<file path="src/rtl/prio_irq_pkg.sv">
package prio_irq_pkg;

  localparam int unsigned A_CTRL      = 0;
  localparam int unsigned A_MODE_BASE = 2;
  localparam int unsigned A_LVL_BASE  = 8;
  localparam int unsigned A_THRESH    = 16;
  localparam int unsigned A_ECLR      = 20;
  localparam int unsigned A_STAT      = 24;

  localparam int unsigned ECLR_QUAL_BIT = 8;
  localparam int unsigned STAT_NONE_BIT = 16;

  typedef enum logic [1:0] {
    TRIG_LOW  = 2'b00,
    TRIG_HIGH = 2'b01,
    TRIG_FALL = 2'b10,
    TRIG_RISE = 2'b11
  } trig_e;

  // mode words: eight 2-bit fields per word
  function automatic int unsigned mode_word(input int unsigned n);
    return n / 8;
  endfunction

  function automatic int unsigned mode_ofs(input int unsigned n);
    return (n % 8) * 2;
  endfunction

  // level words: two byte fields in the low half, upper half for n >= 16
  function automatic int unsigned lvl_word(input int unsigned n);
    return (n % 16) / 2;
  endfunction

  function automatic int unsigned lvl_ofs(input int unsigned n);
    return (n / 16) * 16 + (n & 1) * 8;
  endfunction

  function automatic logic is_edge(input logic [1:0] m);
    return m[1];
  endfunction

  // level-sensitive match of a synchronised input against the mode
  function automatic logic level_hit(input logic [1:0] m, input logic s);
    return m[0] ? s : ~s;
  endfunction

  // qualified edge for the selected direction
  function automatic logic edge_hit(input logic [1:0] m, input logic cur, input logic prev);
    return m[1] & (m[0] ? (cur & ~prev) : (~cur & prev));
  endfunction

endpackage

</file>
<file path="src/rtl/irq_input_stage.sv">
module irq_input_stage
  import prio_irq_pkg::*;
#(
  parameter int unsigned NUM_SRC = 16,
  parameter int unsigned IDX_W   = 4
) (
  input  logic                     clk,
  input  logic                     rst_n,
  input  logic [NUM_SRC-1:0]       req_i,
  input  logic [NUM_SRC-1:0][1:0]  mode_i,
  input  logic                     clr_vld_i,
  input  logic [IDX_W-1:0]         clr_idx_i,
  output logic [NUM_SRC-1:0]       active_o,
  output logic [NUM_SRC-1:0]       edge_ev_o,
  output logic [NUM_SRC-1:0]       latch_o
);

  for (genvar g = 0; g < NUM_SRC; g++) begin : g_src
    logic sync1_q, sync2_q, prev_q, latch_q;
    logic clr_hit;

    always_ff @(posedge clk or negedge rst_n) begin
      if (!rst_n) begin
        sync1_q <= 1'b0;
        sync2_q <= 1'b0;
        prev_q  <= 1'b0;
      end else begin
        sync1_q <= req_i[g];
        sync2_q <= sync1_q;
        prev_q  <= sync2_q;
      end
    end

    assign edge_ev_o[g] = edge_hit(mode_i[g], sync2_q, prev_q);
    assign clr_hit      = clr_vld_i && (clr_idx_i == IDX_W'(g));

    // a new edge wins over a clear in the same cycle
    always_ff @(posedge clk or negedge rst_n) begin
      if (!rst_n)            latch_q <= 1'b0;
      else if (edge_ev_o[g]) latch_q <= 1'b1;
      else if (clr_hit)      latch_q <= 1'b0;
    end

    assign latch_o[g]  = latch_q;
    assign active_o[g] = is_edge(mode_i[g]) ? latch_q : level_hit(mode_i[g], sync2_q);
  end

endmodule

</file>
<file path="src/rtl/irq_arbiter.sv">
module irq_arbiter #(
  parameter int unsigned NUM_SRC = 16,
  parameter int unsigned LVL_W   = 8,
  parameter int unsigned IDX_W   = 4
) (
  input  logic [NUM_SRC-1:0]             active_i,
  input  logic [NUM_SRC-1:0][LVL_W-1:0]  lvl_i,
  input  logic [LVL_W-1:0]               thresh_i,
  output logic                           found_o,
  output logic [IDX_W-1:0]               win_idx_o,
  output logic [LVL_W-1:0]               win_lvl_o
);

  // best starts at the threshold, so only strictly higher levels qualify;
  // strict comparison keeps the lowest index on ties
  always_comb begin
    logic [LVL_W-1:0] best;
    best      = thresh_i;
    found_o   = 1'b0;
    win_idx_o = '0;
    win_lvl_o = '0;
    for (int i = 0; i < NUM_SRC; i++) begin
      if (active_i[i] && (lvl_i[i] > best)) begin
        best      = lvl_i[i];
        found_o   = 1'b1;
        win_idx_o = IDX_W'(i);
        win_lvl_o = lvl_i[i];
      end
    end
  end

endmodule

</file>
<file path="src/rtl/irq_regs.sv">
module irq_regs
  import prio_irq_pkg::*;
#(
  parameter int unsigned NUM_SRC = 16,
  parameter int unsigned LVL_W   = 8,
  parameter int unsigned IDX_W   = 4,
  parameter int unsigned ADDR_W  = 6
) (
  input  logic                           clk,
  input  logic                           rst_n,
  input  logic                           wr_en_i,
  input  logic [ADDR_W-1:0]              addr_i,
  input  logic [31:0]                    wdata_i,
  output logic [31:0]                    rdata_o,
  input  logic                           pend_i,
  input  logic [IDX_W-1:0]               win_idx_i,
  input  logic [LVL_W-1:0]               win_lvl_i,
  output logic                           gen_en_o,
  output logic [NUM_SRC-1:0][1:0]        mode_o,
  output logic [NUM_SRC-1:0][LVL_W-1:0]  lvl_o,
  output logic [LVL_W-1:0]               thresh_o,
  output logic                           clr_vld_o,
  output logic [IDX_W-1:0]               clr_idx_o
);

  localparam int unsigned VEC_W = 5;

  function automatic logic hit(input logic [ADDR_W-1:0] a, input int unsigned target);
    return a == ADDR_W'(target);
  endfunction

  always_ff @(posedge clk or negedge rst_n) begin
    if (!rst_n) begin
      gen_en_o <= 1'b0;
      mode_o   <= '0;
      lvl_o    <= '0;
      thresh_o <= '0;
    end else if (wr_en_i) begin
      if (hit(addr_i, A_CTRL))   gen_en_o <= wdata_i[0];
      if (hit(addr_i, A_THRESH)) thresh_o <= wdata_i[LVL_W-1:0];
      for (int i = 0; i < NUM_SRC; i++) begin
        if (hit(addr_i, A_MODE_BASE + mode_word(i)))
          mode_o[i] <= wdata_i[mode_ofs(i) +: 2];
        if (hit(addr_i, A_LVL_BASE + lvl_word(i)))
          lvl_o[i] <= wdata_i[lvl_ofs(i) +: LVL_W];
      end
    end
  end

  assign clr_vld_o = wr_en_i && hit(addr_i, A_ECLR) && wdata_i[ECLR_QUAL_BIT];
  assign clr_idx_o = wdata_i[IDX_W-1:0];

  always_comb begin
    rdata_o = '0;
    if (hit(addr_i, A_CTRL))   rdata_o[0] = gen_en_o;
    if (hit(addr_i, A_THRESH)) rdata_o[LVL_W-1:0] = thresh_o;
    for (int i = 0; i < NUM_SRC; i++) begin
      if (hit(addr_i, A_MODE_BASE + mode_word(i)))
        rdata_o[mode_ofs(i) +: 2] = mode_o[i];
      if (hit(addr_i, A_LVL_BASE + lvl_word(i)))
        rdata_o[lvl_ofs(i) +: LVL_W] = lvl_o[i];
    end
    if (hit(addr_i, A_STAT)) begin
      rdata_o[STAT_NONE_BIT] = ~pend_i;
      if (pend_i) begin
        rdata_o[10:8]      = win_lvl_i[2:0];
        rdata_o[VEC_W-1:0] = VEC_W'(win_idx_i);
      end
    end
  end

  logic unused_lvl_hi;
  assign unused_lvl_hi = ^win_lvl_i[LVL_W-1:3];

endmodule

</file>
<file path="src/rtl/prio_irq_ctrl.sv">
module prio_irq_ctrl #(
  parameter int unsigned NUM_SRC = 16,
  parameter int unsigned LVL_W   = 8,
  parameter int unsigned ADDR_W  = 6
) (
  input  logic               clk,
  input  logic               rst_n,
  input  logic [NUM_SRC-1:0] req_i,
  input  logic               wr_en_i,
  input  logic [ADDR_W-1:0]  addr_i,
  input  logic [31:0]        wdata_i,
  output logic [31:0]        rdata_o,
  output logic               irq_o
);

  localparam int unsigned IDX_W = (NUM_SRC > 1) ? $clog2(NUM_SRC) : 1;

  logic                          gen_en;
  logic [NUM_SRC-1:0][1:0]       mode;
  logic [NUM_SRC-1:0][LVL_W-1:0] lvl;
  logic [LVL_W-1:0]              thresh;
  logic                          clr_vld;
  logic [IDX_W-1:0]              clr_idx;
  logic [NUM_SRC-1:0]            active, edge_ev, latch;
  logic                          found;
  logic [IDX_W-1:0]              win_idx;
  logic [LVL_W-1:0]              win_lvl;

  irq_regs #(.NUM_SRC(NUM_SRC), .LVL_W(LVL_W), .IDX_W(IDX_W), .ADDR_W(ADDR_W)) u_regs (
    .clk(clk), .rst_n(rst_n), .wr_en_i(wr_en_i), .addr_i(addr_i), .wdata_i(wdata_i),
    .rdata_o(rdata_o), .pend_i(irq_o), .win_idx_i(win_idx), .win_lvl_i(win_lvl),
    .gen_en_o(gen_en), .mode_o(mode), .lvl_o(lvl), .thresh_o(thresh),
    .clr_vld_o(clr_vld), .clr_idx_o(clr_idx)
  );

  irq_input_stage #(.NUM_SRC(NUM_SRC), .IDX_W(IDX_W)) u_in (
    .clk(clk), .rst_n(rst_n), .req_i(req_i), .mode_i(mode),
    .clr_vld_i(clr_vld), .clr_idx_i(clr_idx),
    .active_o(active), .edge_ev_o(edge_ev), .latch_o(latch)
  );

  irq_arbiter #(.NUM_SRC(NUM_SRC), .LVL_W(LVL_W), .IDX_W(IDX_W)) u_arb (
    .active_i(active), .lvl_i(lvl), .thresh_i(thresh),
    .found_o(found), .win_idx_o(win_idx), .win_lvl_o(win_lvl)
  );

  assign irq_o = gen_en & found;

endmodule

</file>
<file path="config.mk">
export PLATFORM = sky130hd
export DESIGN_NAME = prio_irq_ctrl
export DESIGN_NICKNAME = d
export VERILOG_FILES = /design/src/rtl/prio_irq_pkg.sv /design/src/rtl/irq_input_stage.sv /design/src/rtl/irq_arbiter.sv /design/src/rtl/irq_regs.sv /design/src/rtl/prio_irq_ctrl.sv
export SDC_FILE = /design/constraint.sdc
export NUM_CORES = 1
export LEC_CHECK = 0
export ABC_AREA = 1
export CAP_MARGIN = 10
export CORE_MARGIN = 3
export CORE_UTILIZATION = 35
export DETAILED_ROUTE_END_ITERATION = 10
export DONT_BUFFER_PORTS = 1
export RECOVER_POWER = 100
export SLEW_MARGIN = 20
export SYNTH_ARGS = -nofsm -noshare
export SYNTH_HDL_FRONTEND = slang
export SYNTH_SLANG_ARGS = --single-unit
</file>
<file path="constraint.sdc">
create_clock -name clk -period 24.9 [get_ports clk]
set_input_delay 4.98 -clock clk [delete_from_list [all_inputs] [get_ports clk]]
set_output_delay 4.98 -clock clk [all_outputs]
set_load 0.02 [all_outputs]
</file>
==> reports/qor.txt <==
XOR/XNOR share of the synthesized area = 0.4063%
Gr usage total = 24.06%
Average wire per standard cell = 19.71 um
Worst r2r path cells = 4
Hold_buf cts = 0
Post-synthesis mux area share = 0.6716%
Detailed Route WL = 58010 um
Crit. End Element = output pin
Max H-tree Level = 1
Setup crit start kind = flip-flop
First-pass GRT wire length = 84370 um
CTS Buf Count = 27
Initial antenna violation count = 1
Ratio of final minimum period to clock period = 104.4%
Synth async-reset ratio = 100.0%
Maxcap violations = 0
Diodes inserted = 0
GPL Wtd Cong = 0.9360
Worst-Margin Slew = 1.190 ns
Failing checks = negative setup slack
Clk_skew = 0.007579 ns
Post-layout util = 50.27%
Min cycle time layout = 26.00 ns
Slew Viols, Final = 0
Layout cell share with drive strength beyond 1 = 33.15%
Simple-Gate Fraction of Synth Area = 24.88%
Worst Hold Class = reg -> reg
Mapped Area = 15090 um2
WHS Endpoint = u_in.g_src[1].sync2_q
Via density = 5.494
Core Footprint = 42230 um2
Placed insts = 2734
Final instance count without filler cells = 2943
Global route total overflow = 0
RSZ-0062 raised after global routing = yes
Worst reg-to-reg setup slack = 23.89 ns
Final hold violations = 0
Largest family of logic cells by synthesized area = simple AND/OR/NAND/NOR gates
Routed Antenna Nets = 0
Yosys reg bits = 233
CTS tree = yes
DR vias = 16170
Area fraction in compound gates after synthesis = 17.91%
IO Pins = 90
Primary FF master, synth = dfrtp_1
RR Startpoint = u_regs.mode_o[0]
Hold Crit Depth = 0
Vias in the first global route = 14810
Post-synth EDFFs = 0
Synth top area share = 38.64%
Largest fanout on the critical path = 8
Fin worst setup slack = -1.099 ns
Post-synthesis adder-cell area fraction = 9.536%
CTS sink count = 233
Sequential-to-total area share from yosys stat = 38.64%
Largest net degree at the start of global routing = 234
Synth warnings = 0
Max clock buf depth = 3
# setup viols final = 9
Most common cell after layout, fill and taps aside = nand2_1
Die Area = 45640 um2
Hold Startpoint = u_in.g_src[1].sync1_q
Starting density of the core = 35.73%
Worst path arrival time = 21.02 ns
Synth unique cells = 48
Most frequent cells in the layout = 492 x nand2_1, 352 x buf_4, 267 x o21ai_0, 233 x dfrtp_1, 154 x inv_1
Rel. slew slack = 19.95%
Slowest cell on the critical path = dfrtp_1
Worst-Skew Late Latency = 0.55 ns
Die Ht = 213.6 um
Crit path kind = reg -> out
Synth top area cells = dfrtp_1 39%, nand2_1 14%, o21ai_0 11%
Synth-to-layout area growth = 40.68%
FMAX = 38.46 MHz
Cell taking the most area after synthesis = dfrtp_1
WP data required = 19.92 ns
DR DRC count = 0
Mean Syn Cell Area = 7.441 um2
Clock slew seen by the registers of the worst setup and hold paths = 0.06 ns
Nets = 2560
Crit-path max cell delay = 0.35 ns
Horizontal die dimension = 213.6 um
Port Buffer Count = 0
CTS root buffer = clkbuf_16
Status = complete, but fails checks
Pre-Repair DR Iteration Count = 5
Num rows = 75
Post-DP HPWL = 37890 um
Synth Instances = 2028
R2r endpoint = u_in.g_src[0].latch_q
Starting DRC count in detailed routing = 1610
==> flip-flops by register name, indices dropped and copies added (netlist names) <==
signal              count
u_regs.mode_o          32
u_in.g_src.sync2_q     16
u_regs.thresh_o         8
u_in.g_src.sync1_q     16
u_in.g_src.latch_q     16
u_regs.gen_en_o         1
u_in.g_src.prev_q      16
u_regs.lvl_o          128
==> through the flow <==
step,setup TNS [ns],setup WS [ns],hold WS (ns),instance area (um2)
2_1_floorplan,0,0.005892,0.3312,15150
3_3_place_gp,-15.50,-1.748,0.3317,17190
3_5_place_dp,-18.51,-2.084,0.3347,17190
4_1_cts,-2.907,-0.3844,0.3435,19810
5_1_grt,-19.82,-2.253,0.3536,21230
6_report,-9.512,-1.099,0.3376,21230
==> how the worst max path moves through the flow <==
stage,slack [ns],startpoint,depth (start not counted),to
after floorplan,0.006,u_regs.lvl_o[7],159,rdata_o[16]
after global placement,-1.75,u_regs.thresh_o[7],154,rdata_o[10]
after detailed placement,-2.08,u_regs.thresh_o[7],152,rdata_o[10]
after CTS,-0.38,u_regs.lvl_o[5],168,rdata_o[16]
after global routing,-2.25,u_regs.thresh_o[7],165,rdata_o[16]
final,-1.10,u_regs.thresh_o[4],164,rdata_o[16]
==> logic make-up (layout without fill, tap and decap cells) <==
group | Yosys count | count (layout)
fa+ha+maj | 115 | 115
xor+xnor | 7 | 7
flops | 233 | 233
simple gates | 883 | 893
compound gates | 495 | 495
buf+inv | 284 | 636
other cells | 1 | 15
mux | 10 | 10
==> final cells by class <==
type	instances	area (um2)
clock buffer	33	728.2
clock inverter	12	157.7
fill	3820	21000
inverter	197	764.5
multi-input combinational	1535	9993
sequential	233	5831
tap	539	674.4
timing repair buffer	394	3079
==> per-layer routing <==
layer	vias to the layer above	global-route usage [%]	wire (um)
li1	7523	-	-
met1	7780	32.59	24570
met2	726	39.08	26790
met3	140	3.980	4310
met4	0	8.728	2332
met5	-	0	0
==> cell usage after synthesis, types with 15 or more instances <==
cell / n
dfrtp_1: 233
nand2_1: 564
nor2_1: 108
buf_4: 25
nand4_1: 40
o21ai_0: 343
o21bai_1: 15
nand2_2: 28
nand3_1: 105
ha_1: 115
clkbuf_1: 52
a21oi_1: 68
inv_1: 193
==> worst max-delay path: cells and delay by family (launching register included) <==
kind            cells  cell delay [ns]
buf+inv            36             4.00
fa+ha+maj          15             4.14
simple gates       87             8.59
compound gates     26             3.26
flops               1             0.35
==> what timing repair did <==
action | 4_1_cts | 5_1_grt
setup endpoints to repair | 9 | 9
resized for setup | 286 | 235
buffers inserted | 100 | 53
hold endpoints to repair | 0 | 0
pin swaps | 107 | 181
gates cloned | 12 | 0
Power is left out: the tool's default activity adds up to more than one toggle a clock period on the data nets, which glitch-free logic cannot reach.
